## src/rtl/trap_entry_pkg.sv

```systemverilog
package trap_entry_pkg;
  typedef enum logic [1:0] {
    PRIV_U = 2'b00,
    PRIV_S = 2'b01,
    PRIV_H = 2'b10,
    PRIV_M = 2'b11
  } priv_e;

  // strobes passed from routing control to the update datapath
  typedef struct packed {
    logic  fire;
    logic  nmi;
    logic  warn;
    priv_e level;
  } trap_strobe_t;
endpackage

```

## src/rtl/trap_route_ctrl.sv

```systemverilog
module trap_route_ctrl
  import trap_entry_pkg::*;
#(
  parameter int CODE_W  = 8,
  parameter int DELEG_W = 64
) (
  input  logic               clk,
  input  logic               rstN,
  input  logic               trapReq,
  input  logic               trapIsIrq,
  input  logic               trapIsNmi,
  input  logic [CODE_W-1:0]  trapCode,
  input  logic [1:0]         curPriv,
  input  logic               hasSup,
  input  logic               hasUsrIrq,
  input  logic [DELEG_W-1:0] mDelegExc,
  input  logic [DELEG_W-1:0] mDelegIrq,
  input  logic [DELEG_W-1:0] sDelegExc,
  input  logic [DELEG_W-1:0] sDelegIrq,
  input  logic               mieIn,
  output trap_strobe_t       strobe
);
  localparam int IDX_W = $clog2(DELEG_W);

  logic             inRange;
  logic [IDX_W-1:0] bitIdx;
  logic             mHit;
  logic             sHit;
  priv_e            lvl;

  assign inRange = 32'(trapCode) < DELEG_W;
  assign bitIdx  = trapCode[IDX_W-1:0];
  assign mHit    = inRange && (trapIsIrq ? mDelegIrq[bitIdx] : mDelegExc[bitIdx]);
  assign sHit    = inRange && (trapIsIrq ? sDelegIrq[bitIdx] : sDelegExc[bitIdx]);

  always_comb begin
    lvl = PRIV_M;
    if (!trapIsNmi) begin
      if (curPriv != PRIV_M && mHit)
        lvl = hasSup ? PRIV_S : (hasUsrIrq ? PRIV_U : PRIV_M);
      if (curPriv == PRIV_U && hasSup && hasUsrIrq && sHit)
        lvl = PRIV_U;
    end
  end

  always_comb begin
    strobe.fire  = trapReq;
    strobe.nmi   = trapReq && trapIsNmi;
    strobe.warn  = trapReq && trapIsNmi && curPriv == PRIV_M && !mieIn;
    strobe.level = lvl;
  end

  // non-maskable traps ignore delegation
  p_nmi_machine_r1: assert property (@(posedge clk) disable iff (!rstN)
    (trapReq && trapIsNmi) |-> strobe.level == PRIV_M);
  // machine mode never hands a trap downward
  p_machine_keeps_r2: assert property (@(posedge clk) disable iff (!rstN)
    (trapReq && curPriv == PRIV_M) |-> strobe.level == PRIV_M);
  // without lower trap levels everything stays in machine mode
  p_no_lower_r2: assert property (@(posedge clk) disable iff (!rstN)
    (trapReq && !hasSup && !hasUsrIrq) |-> strobe.level == PRIV_M);
endmodule

```

## src/rtl/trap_state_dp.sv

```systemverilog
module trap_state_dp
  import trap_entry_pkg::*;
#(
  parameter int              XLEN      = 64,
  parameter int              CODE_W    = 8,
  parameter logic [XLEN-1:0] RESET_VEC = 'h1000
) (
  input  logic              clk,
  input  logic              rstN,
  input  trap_strobe_t      strobe,
  input  logic              trapIsIrq,
  input  logic [CODE_W-1:0] trapCode,
  input  logic [XLEN-1:0]   trapVal,
  input  logic [1:0]        curPriv,
  input  logic [XLEN-1:0]   faultPc,
  input  logic [XLEN-1:0]   mTvec,
  input  logic [XLEN-1:0]   sTvec,
  input  logic [XLEN-1:0]   uTvec,
  input  logic              mieIn,
  input  logic              mpieIn,
  input  logic [1:0]        mppIn,
  input  logic              sieIn,
  input  logic              spieIn,
  input  logic              sppIn,
  input  logic              uieIn,
  input  logic              upieIn,
  input  logic              mprvIn,
  input  logic              nmiEnIn,
  output logic [1:0]        tgtPriv,
  output logic              privWe,
  output logic [2:0]        levelWe,
  output logic [XLEN-1:0]   causeOut,
  output logic [XLEN-1:0]   epcOut,
  output logic [XLEN-1:0]   tvalOut,
  output logic              statusWe,
  output logic              mieOut,
  output logic              mpieOut,
  output logic [1:0]        mppOut,
  output logic              sieOut,
  output logic              spieOut,
  output logic              sppOut,
  output logic              uieOut,
  output logic              upieOut,
  output logic              mprvOut,
  output logic              nmiEnWe,
  output logic              nmiEnOut,
  output logic              nmiWarn,
  output logic              pcLoad,
  output logic [XLEN-1:0]   nextPc,
  output logic              resvClear
);
  logic [XLEN-1:0] selTvec;
  logic [XLEN-1:0] vecBase;
  logic [XLEN-1:0] pcNext;
  logic [XLEN-1:0] causeNext;
  logic [2:0]      weNext;
  logic            nMie, nMpie, nSie, nSpie, nSpp, nUie, nUpie;
  logic [1:0]      nMpp;

  always_comb begin
    unique case (strobe.level)
      PRIV_U:  begin selTvec = uTvec; weNext = 3'b001; end
      PRIV_S:  begin selTvec = sTvec; weNext = 3'b010; end
      default: begin selTvec = mTvec; weNext = 3'b100; end
    endcase
  end

  assign vecBase = {selTvec[XLEN-1:2], 2'b00};
  assign pcNext  = (selTvec[1:0] == 2'b01 && trapIsIrq)
                   ? vecBase + XLEN'({trapCode, 2'b00}) : vecBase;

  always_comb begin
    causeNext = XLEN'(trapCode);
    causeNext[XLEN-1] = causeNext[XLEN-1] | trapIsIrq;
  end

  always_comb begin
    nMie = mieIn;  nMpie = mpieIn; nMpp = mppIn;
    nSie = sieIn;  nSpie = spieIn; nSpp = sppIn;
    nUie = uieIn;  nUpie = upieIn;
    unique case (strobe.level)
      PRIV_U:  begin nUpie = uieIn; nUie = 1'b0; end
      PRIV_S:  begin nSpp = curPriv[0]; nSpie = sieIn; nSie = 1'b0; end
      default: begin nMpp = curPriv; nMpie = mieIn; nMie = 1'b0; end
    endcase
  end

  always_ff @(posedge clk or negedge rstN) begin
    if (!rstN) begin
      tgtPriv   <= PRIV_M;
      privWe    <= 1'b1;
      levelWe   <= '0;
      causeOut  <= '0;
      epcOut    <= '0;
      tvalOut   <= '0;
      statusWe  <= 1'b1;
      mieOut    <= 1'b0;
      mpieOut   <= 1'b0;
      mppOut    <= 2'b00;
      sieOut    <= 1'b0;
      spieOut   <= 1'b0;
      sppOut    <= 1'b0;
      uieOut    <= 1'b0;
      upieOut   <= 1'b0;
      mprvOut   <= 1'b0;
      nmiEnWe   <= 1'b0;
      nmiEnOut  <= 1'b0;
      nmiWarn   <= 1'b0;
      pcLoad    <= 1'b1;
      nextPc    <= RESET_VEC;
      resvClear <= 1'b0;
    end else begin
      privWe    <= strobe.fire;
      statusWe  <= strobe.fire;
      pcLoad    <= strobe.fire;
      resvClear <= strobe.fire;
      levelWe   <= strobe.fire ? weNext : 3'b000;
      nmiEnWe   <= strobe.nmi;
      nmiWarn   <= strobe.warn;
      if (strobe.fire) begin
        tgtPriv  <= strobe.level;
        causeOut <= causeNext;
        epcOut   <= faultPc;
        tvalOut  <= trapVal;
        nextPc   <= pcNext;
        mieOut   <= nMie;
        mpieOut  <= nMpie;
        mppOut   <= nMpp;
        sieOut   <= nSie;
        spieOut  <= nSpie;
        sppOut   <= nSpp;
        uieOut   <= nUie;
        upieOut  <= nUpie;
        mprvOut  <= mprvIn;
        nmiEnOut <= nmiEnIn && !strobe.nmi;
      end
    end
  end

  // at most one level's registers are written
  p_onehot_we_r8: assert property (@(posedge clk) disable iff (!rstN)
    $onehot0(levelWe));
  // every request yields a reservation clear next cycle
  p_resv_after_fire_r10: assert property (@(posedge clk) disable iff (!rstN)
    strobe.fire |=> resvClear && pcLoad);
  // a quiet cycle leaves all strobes low
  p_idle_quiet_r10: assert property (@(posedge clk) disable iff (!rstN)
    !strobe.fire |=> !pcLoad && levelWe == 3'b000 && !statusWe);
  // a machine entry always masks machine interrupts
  p_mie_cleared_r5: assert property (@(posedge clk) disable iff (!rstN)
    levelWe[2] |-> !mieOut);
  // non-maskable entry never re-enables itself
  p_nmi_mask_r1: assert property (@(posedge clk) disable iff (!rstN)
    nmiEnWe |-> !nmiEnOut && tgtPriv == PRIV_M);
endmodule

```

## src/rtl/trap_entry_ctrl.sv

```systemverilog
module trap_entry_ctrl
  import trap_entry_pkg::*;
#(
  parameter int              XLEN      = 64,
  parameter int              CODE_W    = 8,
  parameter int              DELEG_W   = 64,
  parameter logic [XLEN-1:0] RESET_VEC = 'h1000
) (
  input  logic               clk,
  input  logic               rstN,
  input  logic               trapReq,
  input  logic               trapIsIrq,
  input  logic               trapIsNmi,
  input  logic [CODE_W-1:0]  trapCode,
  input  logic [XLEN-1:0]    trapVal,
  input  logic [1:0]         curPriv,
  input  logic [XLEN-1:0]    faultPc,
  input  logic               hasSup,
  input  logic               hasUsrIrq,
  input  logic [DELEG_W-1:0] mDelegExc,
  input  logic [DELEG_W-1:0] mDelegIrq,
  input  logic [DELEG_W-1:0] sDelegExc,
  input  logic [DELEG_W-1:0] sDelegIrq,
  input  logic [XLEN-1:0]    mTvec,
  input  logic [XLEN-1:0]    sTvec,
  input  logic [XLEN-1:0]    uTvec,
  input  logic               mieIn,
  input  logic               mpieIn,
  input  logic [1:0]         mppIn,
  input  logic               sieIn,
  input  logic               spieIn,
  input  logic               sppIn,
  input  logic               uieIn,
  input  logic               upieIn,
  input  logic               mprvIn,
  input  logic               nmiEnIn,
  output logic [1:0]         tgtPriv,
  output logic               privWe,
  output logic [2:0]         levelWe,
  output logic [XLEN-1:0]    causeOut,
  output logic [XLEN-1:0]    epcOut,
  output logic [XLEN-1:0]    tvalOut,
  output logic               statusWe,
  output logic               mieOut,
  output logic               mpieOut,
  output logic [1:0]         mppOut,
  output logic               sieOut,
  output logic               spieOut,
  output logic               sppOut,
  output logic               uieOut,
  output logic               upieOut,
  output logic               mprvOut,
  output logic               nmiEnWe,
  output logic               nmiEnOut,
  output logic               nmiWarn,
  output logic               pcLoad,
  output logic [XLEN-1:0]    nextPc,
  output logic               resvClear
);
  trap_strobe_t strobe;

  trap_route_ctrl #(.CODE_W(CODE_W), .DELEG_W(DELEG_W)) uRoute (
    .clk(clk), .rstN(rstN), .trapReq(trapReq), .trapIsIrq(trapIsIrq),
    .trapIsNmi(trapIsNmi), .trapCode(trapCode), .curPriv(curPriv),
    .hasSup(hasSup), .hasUsrIrq(hasUsrIrq), .mDelegExc(mDelegExc),
    .mDelegIrq(mDelegIrq), .sDelegExc(sDelegExc), .sDelegIrq(sDelegIrq),
    .mieIn(mieIn), .strobe(strobe)
  );

  trap_state_dp #(.XLEN(XLEN), .CODE_W(CODE_W), .RESET_VEC(RESET_VEC)) uState (
    .clk(clk), .rstN(rstN), .strobe(strobe), .trapIsIrq(trapIsIrq),
    .trapCode(trapCode), .trapVal(trapVal), .curPriv(curPriv),
    .faultPc(faultPc), .mTvec(mTvec), .sTvec(sTvec), .uTvec(uTvec),
    .mieIn(mieIn), .mpieIn(mpieIn), .mppIn(mppIn), .sieIn(sieIn),
    .spieIn(spieIn), .sppIn(sppIn), .uieIn(uieIn), .upieIn(upieIn),
    .mprvIn(mprvIn), .nmiEnIn(nmiEnIn), .tgtPriv(tgtPriv), .privWe(privWe),
    .levelWe(levelWe), .causeOut(causeOut), .epcOut(epcOut),
    .tvalOut(tvalOut), .statusWe(statusWe), .mieOut(mieOut),
    .mpieOut(mpieOut), .mppOut(mppOut), .sieOut(sieOut),
    .spieOut(spieOut), .sppOut(sppOut), .uieOut(uieOut),
    .upieOut(upieOut), .mprvOut(mprvOut), .nmiEnWe(nmiEnWe),
    .nmiEnOut(nmiEnOut), .nmiWarn(nmiWarn), .pcLoad(pcLoad),
    .nextPc(nextPc), .resvClear(resvClear)
  );
endmodule

```

## config.mk

```make
export PLATFORM = sky130hd
export DESIGN_NAME = trap_entry_ctrl
export DESIGN_NICKNAME = d
export VERILOG_FILES = /design/src/rtl/trap_entry_pkg.sv /design/src/rtl/trap_route_ctrl.sv /design/src/rtl/trap_state_dp.sv /design/src/rtl/trap_entry_ctrl.sv
export SDC_FILE = /design/constraint.sdc
export NUM_CORES = 1
export LEC_CHECK = 0
export BUFFER_PORTS_ARGS = -buffer_cell sky130_fd_sc_hd__buf_2
export CELL_PAD_IN_SITES_DETAIL_PLACEMENT = 0
export CELL_PAD_IN_SITES_GLOBAL_PLACEMENT = 1
export CORE_AREA = 3 3 339 341
export CTS_CLUSTER_SIZE = 16
export DETAILED_ROUTE_END_ITERATION = 8
export DIE_AREA = 0 0 342 344
export GPL_ROUTABILITY_DRIVEN = 0
export MAX_ROUTING_LAYER = met4
export PLACE_DENSITY = 0.48
export SETUP_SLACK_MARGIN = 0.1
export SLEW_MARGIN = 20
export SYNTH_ARGS = -nofsm -noshare
export SYNTH_HDL_FRONTEND = slang
export SYNTH_SLANG_ARGS = --single-unit
```

## constraint.sdc

```tcl
create_clock -name clk -period 0.95 [get_ports clk]
set_clock_uncertainty 0.2 [all_clocks]
set_input_delay 0.0475 -clock clk [delete_from_list [all_inputs] [get_ports clk]]
set_output_delay 0.0475 -clock clk [all_outputs]
set_load 0.02 [all_outputs]
```

==> results of run 1 <==
per-stage QoR:
| step | hold WS (ns) | setup WS (ns) | utilization |
|---|---|---|---|
| final | -0.663 | -3.64 | 0.273 |
| after global placement | -0.296 | -4.54 | 0.212 |
| after global routing | -0.700 | -3.81 | 0.273 |
| after CTS | -0.719 | -3.51 | 0.261 |
| after detailed placement | -0.297 | -4.63 | 0.212 |
| after floorplan | -0.448 | -4.65 | - |
cell families (layout without fill, tap and decap cells):
kind of cell / after synthesis / after routing
AO/OA/AOI/OAI: 316 / 316
XOR/XNOR: 41 / 41
adder cells (fa/ha/maj): 9 / 9
buffers and inverters: 188 / 1630
flip-flops: 219 / 219
multiplexers: 278 / 278
other: 1 / 93
AND/OR/NAND/NOR: 455 / 455
worst max-delay path: cells and delay by family:
family	cells	cell delay [ns]
AND/OR/NAND/NOR	4	0.47
adder cells (fa/ha/maj)	1	0.24
buffers and inverters	12	1.52
multiplexers	2	1.05
XOR/XNOR	1	0.13
AO/OA/AOI/OAI	10	1.46
sequential cells by signal, summed over array words and instances, names as in the netlist, 2 cells and up:
register         cells
uState.epcOut       64
uState.tvalOut      64
uState.nextPc       62
uState.causeOut      9
uState.levelWe       3
uState.mppOut        2
uState.tgtPriv       2
power groups by stage:
stage	clock network (mW)	registers [mW]	logic, mW
4_1_cts	13.5	11.0	13.3
3_5_place_dp	0	11.0	10.7
5_1_grt	13.8	11.1	15.1
6_report	13.0	11.0	14.2
3_3_place_gp	0	11.0	10.8
2_1_floorplan	0	12.1	4.08
metal layers:
metal / vias to the layer above / GRT usage / routed length (um)
met3: 96 / 0.0524 / 7950
li1: 8461 / - / -
met5: - / - / 0
met4: 0 / 0.0456 / 3140
met1: 8637 / 0.192 / 41200
met2: 638 / 0.255 / 45300
worst max-delay path by stage:
stage	start	endpoint	slack (ns)	depth (start not counted)
global route	trapCode[2]	uState.nextPc[22]$_DFFE_PN0P_	-3.81	28
CTS	trapCode[2]	uState.nextPc[22]$_DFFE_PN0P_	-3.51	28
global placement	trapCode[2]	uState.nextPc[54]$_DFFE_PN0P_	-4.54	27
finish	trapCode[2]	uState.nextPc[12]$_DFFE_PN1P_	-3.64	30
detailed placement	trapCode[2]	uState.nextPc[54]$_DFFE_PN0P_	-4.63	27
floorplan	trapCode[2]	uState.nextPc[54]$_DFFE_PN0P_	-4.65	31
repair_timing:
item,CTS,global route
gates resized for setup,556,165
hold buffers,155,1
gates cloned,5,2
pin swaps,103,99
endpoints found under the setup margin,436,513
endpoints found under the hold margin,438,355
buffers inserted,95,73
layout make-up:
| class | instances | share of cell area |
|---|---|---|
| repair buffers | 1558 | 0.400 |
| multi-input cells | 1156 | 0.317 |
| flip-flops and latches | 219 | 0.180 |
| well taps | 1500 | 0.0612 |
| clock buffers | 33 | 0.0258 |
| clock inverters | 23 | 0.0108 |
| diodes | 36 | 0.00294 |
| inverters | 16 | 0.00220 |
layout by cell type (no fill, tap or decap), types with 18 or more instances in the layout:
cell	instances
mux2_2	31
nand4_1	24
diode_2	36
buf_6	280
mux2i_1	102
buf_12	33
a22oi_1	26
buf_2	631
a21oi_1	93
conb_1	57
dfrtp_2	18
clkbuf_16	32
dfrtp_1	197
buf_8	18
mux4_2	21
a31oi_1	40
nand3_1	49
mux2_4	112
nand2_1	140
buf_4	432
dlygate4sd3_1	153
nor2_1	111
==> results.sh, run 1 <==
export IMPL_synth_async_sr_flop_share=1.00
export IMPL_syn_area_sq_um=14600
export IMPL_synth_top_area_cell="dfrtp_1"
export IMPL_placed_cell_area_sq_um=23800
export IMPL_worstRegToRegCells=3
export IMPL_place_inst=4130
export IMPL_ant_nets=0
export IMPL_tightest_slew_ns=1.03
export IMPL_yosys_warnings=0
export IMPL_root_buffer="clkbuf_16"
export IMPL_htreeDepth=1
export IMPL_sw_frac_of_total=0.324
export IMPL_synth_most_common_cell="dfrtp_1"
export IMPL_grt_max_degree=36
export IMPL_p_int_mw=25.8
export IMPL_violations="negative hold slack, negative setup slack"
export IMPL_power_mw=38.2
export IMPL_synth_xor_area_frac=0.0247
export IMPL_drive_gt1_frac=0.603
export IMPL_synth_compound_area_share=0.148
export IMPL_synth_top_family_by_area="multiplexers"
export IMPL_die_area_sq_um=118000
export IMPL_syn_to_final_growth_pct=111
export IMPL_die_width_um=342
export IMPL_clkTransAtPathRegs_ns=0.06
export IMPL_grt_pass1_wl_mm=133
export IMPL_synth_area_leaders="dfrtp_1 37%, mux2_2 11%, mux2i_1 7.8%, nand2_1 3.9%, a21oi_1 3.6%"
export IMPL_synth_cell_type_count=83
export IMPL_clkPwrFrac=0.341
export IMPL_slew_violations=0
export IMPL_wirelength_mm=97.6
export IMPL_num_fill_cells=12018
export IMPL_portBuffers=824
export IMPL_path_class="primary input to flop"
export IMPL_postSynthAreaPerCell_sq_um=9.66
export IMPL_critPathMostFrequentCell="buf_12"
export IMPL_status="finished with violations"
export IMPL_p_seq_frac=0.288
export IMPL_fmax_ghz=0.218
export IMPL_synth_edf_count=0
export IMPL_crit_required_ns=1.31
export IMPL_synth_top_cell_area_share=0.369
export IMPL_synth_fa_ha_area_frac=0.00825
export IMPL_route_detailed_drc=0
export IMPL_dr_pass1_iters=5
export IMPL_die_height_um=344
export IMPL_finalInstanceArea_sq_um=30700
export IMPL_r2r_slack_ns=-0.30
export IMPL_p_comb_frac=0.371
export IMPL_vias=17832
export IMPL_regToRegStartpoint="uState.nextPc[63]$_DFFE_PN0P_"
export IMPL_seq_area_frac_synth=0.377
export IMPL_p_switching_mw=12.4
export IMPL_boundaryPins=882
export IMPL_grt_pass1_vias=18497
export IMPL_seq_area_sq_um=5510
export IMPL_insertion_delay_ns=0.60
export IMPL_hold_worst_slack_ns=-0.663
export IMPL_maxCapViolCount=0
export IMPL_tns_ns=-363.43
export IMPL_wl_per_cell_um=21.5
export IMPL_setup_slack_ns=-3.64
export IMPL_cp_max_fo=6
export IMPL_slowest_stage="mux4_2"
export IMPL_synth_seq_cells=219
export IMPL_antenna_found_initial=44
export IMPL_cp_start_kind="primary input"
export IMPL_synth_main_ff_cell="dfrtp_1"
export IMPL_clockBufferDepth=3
export IMPL_cts_sinks=219
export IMPL_slew_headroom=0.312
export IMPL_drt_initial_drc_count=735
export IMPL_crit_path_end_kind="flop"
export IMPL_multiInputGateArea_sq_um=9720
export IMPL_ir_drop_v=0.00139
export IMPL_dp_hpwl_mm=79.3
export IMPL_final_min_clock_period_ns=4.59
export IMPL_p_leak_nw=14.5
export IMPL_core_sq_um=112000
export IMPL_synth_simple_gate_area_frac=0.150
export IMPL_arrival_ns=4.95
export IMPL_rsz0062_at_grt="yes"
export IMPL_hp_class="primary input to asynchronous set/reset pin"
export IMPL_grt_overflow_total=0
export IMPL_timing_rr_end="uState.nextPc[63]$_DFFE_PN0P_"
export IMPL_grt_use_total=0.160
export IMPL_p_per_area_nw_per_um2=1240
export IMPL_cts_buffers_inserted=30
export IMPL_fin_crit_sh=4.84
export IMPL_setup_violations_final=493
export IMPL_muxShareOfSynthArea=0.222
export IMPL_cts_tree="built"
export IMPL_ys_top_cells_by_count="215 x dfrtp_1, 151 x nand2_1, 143 x mux2_2"
export IMPL_fin_nets=3594
export IMPL_cp_slowest_stage_delay_ns=0.54
export IMPL_row_count=123
export IMPL_viasPerCell=3.93
export IMPL_syn_inst=1507
export IMPL_start_util=0.130
export IMPL_hold_violations=356
export IMPL_fin_cells=4541
Power figures use the tool's default switching activity.
==> inputs of run 2 (changes only) <==
- GPL_ROUTABILITY_DRIVEN: 0 -> unset
- HOLD_SLACK_MARGIN: unset -> 0.02
==> results.sh, run 2 (synthesis results as in run 1) <==
export IMPL_status="finished with violations"
export IMPL_violations="negative hold slack, negative setup slack"
export IMPL_p_per_area_nw_per_um2=1250
export IMPL_antenna_found_initial=38
export IMPL_cp_start_kind="primary input"
export IMPL_slew_headroom=0.561
export IMPL_final_min_clock_period_ns=4.60
export IMPL_dp_hpwl_mm=79.8
export IMPL_top_regs="uState.epcOut x64, uState.tvalOut x64, uState.nextPc x62"
export IMPL_drive_gt1_frac=0.594
export IMPL_syn_to_final_growth_pct=109
export IMPL_drt_initial_drc_count=952
export IMPL_grt_pass1_vias=18373
export IMPL_route_detailed_drc=0
export IMPL_path_class="primary input to flop"
export IMPL_die_height_um=344
export IMPL_die_width_um=342
export IMPL_core_sq_um=112000
export IMPL_clockBufferDepth=3
export IMPL_critPathMostFrequentCell="buf_4"
export IMPL_clkTransAtPathRegs_ns=0.06
export IMPL_viasPerCell=3.93
export IMPL_cp_slowest_stage_delay_ns=0.54
export IMPL_cts_tree="built"
export IMPL_hold_violations=436
export IMPL_cts_sinks=219
export IMPL_ant_nets=0
export IMPL_boundaryPins=882
export IMPL_grt_max_degree=39
export IMPL_row_count=123
export IMPL_dr_pass1_iters=5
export IMPL_arrival_ns=4.88
export IMPL_hold_worst_slack_ns=-0.721
export IMPL_crit_path_end_kind="flop"
export IMPL_grt_use_total=0.161
export IMPL_rsz0062_at_grt="yes"
export IMPL_timing_rr_end="uState.nextPc[63]$_DFFE_PN0P_"
export IMPL_mostFrequentLayoutCell="buf_2"
export IMPL_endpoint="uState.nextPc[8]$_DFFE_PN0P_"
export IMPL_setup_violations_final=431
export IMPL_fin_crit_sh=4.84
export IMPL_insertion_delay_ns=0.60
export IMPL_fin_nets=3593
export IMPL_portBuffers=824
export IMPL_hp_class="primary input to asynchronous set/reset pin"
export IMPL_wirelength_mm=98.2
export IMPL_hold_buffers=152
export IMPL_layout_common_cells="617 x buf_2, 439 x buf_4, 292 x buf_6"
export IMPL_r2r_slack_ns=-0.28
export IMPL_start_util=0.130
export IMPL_die_area_sq_um=118000
export IMPL_tightest_slew_ns=0.648
export IMPL_power_mw=37.9
export IMPL_root_buffer="clkbuf_16"
export IMPL_slowest_stage="mux4_2"
export IMPL_htreeDepth=1
export IMPL_fmax_ghz=0.217
export IMPL_place_congestion=0.893
export IMPL_worstRegToRegCells=3
export IMPL_wl_per_cell_um=21.7
export IMPL_regToRegStartpoint="uState.nextPc[63]$_DFFE_PN0P_"
export IMPL_setup_slack_ns=-3.65
export IMPL_grt_pass1_wl_mm=134
export IMPL_crit_start="trapCode[2]"
export IMPL_grt_overflow_total=0
export IMPL_cts_buffers_inserted=31
export IMPL_crit_required_ns=1.23
export IMPL_p_leak_nw=14.4
export IMPL_ir_drop_v=0.00115
export IMPL_vias=17795
export IMPL_maxCapViolCount=0
export IMPL_slew_violations=0
export IMPL_cp_max_fo=5
-- run 2: what timing repair did --
item,in CTS,in global routing
endpoints found under the hold margin,438,438
resized for setup,578,118
pin swaps,99,38
setup buffers,111,55
endpoints found under the setup margin,436,436
gates cloned,5,0
-- run 2: critical path: cells and delay by family --
family,cells,cell delay [ns]
simple gates,4,0.52
mux,3,1.27
fa+ha+maj,1,0.21
xor+xnor,1,0.14
compound gates,6,0.69
buf+inv,16,1.99
-- run 2: area by class of cell --
type                            instances  area, sq um
Clock buffer                           47          936
Inverter                               16         65.1
Antenna cell                           30         75.1
Fill cell                           11976        81800
Clock inverter                          9          185
Timing Repair Buffer                 1556        12300
Tap cell                             1500         1880
Multi-Input combinational cell       1156         9500
Sequential cell                       219         5510
-- run 2: worst min-delay path by stage --
stage,from,slack [ns],cells past startpoint,endpoint
floorplan,rstN,-0.45,0,uState.causeOut[0]$_DFFE_PN0P_
global placement,rstN,-0.31,1,uState.epcOut[35]$_DFFE_PN0P_
detailed placement,rstN,-0.31,1,uState.tvalOut[28]$_DFFE_PN0P_
CTS,trapReq,-0.42,2,uState.privWe$_DFF_PN1_
global route,rstN,-0.72,2,uState.levelWe[2]$_DFF_PN0_
finish,rstN,-0.72,2,uState.levelWe[2]$_DFF_PN0_
-- run 2: stage by stage --
step,area (sq um),utilization,std cells,setup slack (ns),setup TNS (ns)
2_1_floorplan,15800,-,1563,-4.65,-319.71
3_3_place_gp,23800,0.212,4128,-4.51,-334.18
3_5_place_dp,23800,0.212,4128,-4.57,-338.27
4_1_cts,29500,0.263,4451,-3.59,-397.38
5_1_grt,30400,0.271,4532,-3.94,-370.98
6_report,30400,0.271,4533,-3.65,-339.76
-- run 2: power by group --
group | internal (mW) | leakage (nW) | switching (mW)
combinational | 7.56 | 11.3 | 6.51
sequential | 10.3 | 2.51 | 0.699
clock | 8.09 | 0.553 | 4.77
total | 25.9 | 14.4 | 12.0
-- run 2: metal layers --
layer / GRT usage / part of all wire / vias up
met5: - / 0 / -
met4: 0.0435 / 0.030 / 0
met3: 0.0516 / 0.079 / 95
met2: 0.256 / 0.46 / 654
met1: 0.197 / 0.43 / 8583
li1: - / - / 8463
==> inputs of run 3 (changes only) <==
- CORE_AREA: 3 3 339 341 -> 3 3 347 349
- DIE_AREA: 0 0 342 344 -> 0 0 350 352
- PLACE_DENSITY: 0.48 -> 0.45
- clock period: 0.95 -> 5.85 ns (I/O delays scaled with it)
==> results.sh, run 3 (synthesis results as in run 1) <==
export IMPL_status="complete, no violations"
export IMPL_path_class="primary input to flop"
export IMPL_regToRegStartpoint="uState.mppOut[1]$_DFFE_PN0P_"
export IMPL_hold_depth=5
export IMPL_grt_overflow_total=0
export IMPL_rsz0062_at_grt="yes"
export IMPL_cp_start_kind="primary input"
export IMPL_crit_buf_inv=9
export IMPL_timing_rr_end="uState.mppOut[1]$_DFFE_PN0P_"
export IMPL_hold_start="mTvec[6]"
export IMPL_grt_pass1_wl_mm=126
export IMPL_arrival_ns=5.73
export IMPL_grt_pass1_vias=16805
export IMPL_slowest_stage="dlygate4sd3_1"
export IMPL_boundaryPins=882
export IMPL_power_mw=5.26
export IMPL_wirelength_mm=91.5
export IMPL_cts_sinks=219
export IMPL_clockBufferDepth=3
export IMPL_tightest_slew_ns=1.19
export IMPL_syn_to_final_growth_pct=68.8
export IMPL_viasPerCell=3.85
export IMPL_drive_gt1_frac=0.467
export IMPL_dp_hpwl_mm=74.7
export IMPL_hold_path_end="uState.nextPc[6]$_DFFE_PN0P_"
export IMPL_crit_family="buffers and inverters"
export IMPL_core_sq_um=118000
export IMPL_fin_nets=3224
export IMPL_crit_path_end_kind="flop"
export IMPL_fmax_ghz=0.182
export IMPL_crit_required_ns=6.07
export IMPL_insertion_delay_ns=0.58
export IMPL_cts_tree="built"
export IMPL_worstRegToRegCells=3
export IMPL_setup_slack_ns=0.343
export IMPL_mostFrequentLayoutCell="buf_2"
export IMPL_top_regs="uState.epcOut x64, uState.tvalOut x64, uState.nextPc x62"
export IMPL_grt_max_degree=168
export IMPL_root_buffer="clkbuf_16"
export IMPL_row_count=126
export IMPL_htreeDepth=1
export IMPL_hp_class="primary input to flop"
export IMPL_route_detailed_drc=0
export IMPL_num_fill_cells=13196
export IMPL_clkTransAtPathRegs_ns=0.06
export IMPL_slew_headroom=0.209
export IMPL_final_min_clock_period_ns=5.51
export IMPL_post_place_ws_ns=-0.283
export IMPL_cts_buffers_inserted=30
export IMPL_vias=16164
export IMPL_tns_ns=0
export IMPL_p_leak_nw=11.1
export IMPL_grt_use_total=0.146
export IMPL_die_area_sq_um=123000
export IMPL_antenna_found_initial=38
export IMPL_cp_slowest_stage_delay_ns=0.57
export IMPL_start_util=0.124
export IMPL_ant_nets=0
export IMPL_fin_util=0.209
export IMPL_place_congestion=0.911
export IMPL_slew_violations=0
export IMPL_layout_common_cells="820 x buf_2, 221 x dlygate4sd3_1, 215 x dfrtp_1"
export IMPL_fin_crit_sh=0.941
export IMPL_portBuffers=824
export IMPL_hold_violations=0
export IMPL_ir_drop_v=0.000188
export IMPL_dr_pass1_iters=5
export IMPL_wl_per_cell_um=21.8
export IMPL_die_width_um=350
export IMPL_r2r_slack_ns=4.42
export IMPL_die_height_um=352
export IMPL_p_per_area_nw_per_um2=214
export IMPL_cp_max_fo=7
export IMPL_drt_initial_drc_count=957
export IMPL_setup_violations_final=0
export IMPL_maxCapViolCount=0
run 3: worst register-to-register path: stages, from the launching register on:
cell and delay (ns):
dfrtp_1 0.38, nor2_1 0.09, a31oi_1 0.05, dlygate4sd3_1 0.60
run 3: through the flow:
stage,cell area [sq um],hold WS (ns),instances
floorplan,15000,-0.203,1563
global placement,21200,0.255,3888
detailed placement,21200,0.253,3888
CTS,24400,0.0208,4164
global route,24600,0.0698,4198
finish,24600,0.0730,4200
run 3: metal layers:
metal | routed length (um) | GRT usage
met4 | 1760 | 0.0306
met2 | 42300 | 0.231
met3 | 6390 | 0.0387
met1 | 41100 | 0.185
met5 | 0 | -
run 3: worst max path at each step:
stage / startpoint / endpoint / slack [ns] / cells after the start
6_report: trapCode[1] / uState.nextPc[54]$_DFFE_PN0P_ / 0.34 / 30
5_1_grt: trapCode[1] / uState.nextPc[47]$_DFFE_PN0P_ / 0.08 / 23
4_1_cts: trapCode[1] / uState.nextPc[54]$_DFFE_PN0P_ / 0.18 / 31
3_5_place_dp: trapCode[2] / uState.nextPc[59]$_DFFE_PN0P_ / -0.28 / 24
3_3_place_gp: trapCode[2] / uState.nextPc[59]$_DFFE_PN0P_ / -0.24 / 24
2_1_floorplan: trapCode[2] / uState.nextPc[54]$_DFFE_PN0P_ / -0.02 / 31
run 3: where the power goes:
| group | total [mW] | switching [mW] | internal [mW] |
|---|---|---|---|
| clock network | 1.89 | 0.775 | 1.12 |
| logic | 1.62 | 0.924 | 0.697 |
| registers | 1.75 | 0.0795 | 1.67 |
| total | 5.26 | 1.78 | 3.48 |
run 3: area by class of cell:
class | count | area (sq um) | area share
sequential | 219 | 5490 | 0.223
multi-input combinational | 1156 | 8380 | 0.341
inverter | 16 | 60.1 | 0.00244
tap | 1536 | 1920 | 0.0782
timing repair buffer | 1188 | 7660 | 0.312
clock inverter | 9 | 113 | 0.00458
antenna | 30 | 75.1 | 0.00305
clock buffer | 46 | 881 | 0.0358
run 3: repair_timing:
| action | CTS | global route |
|---|---|---|
| hold buffers | 221 | 0 |
| endpoints found under the hold margin | 300 | 0 |
| gates resized for setup | 0 | 16 |
| buffers inserted | 0 | 6 |
| setup endpoints to repair | 0 | 12 |
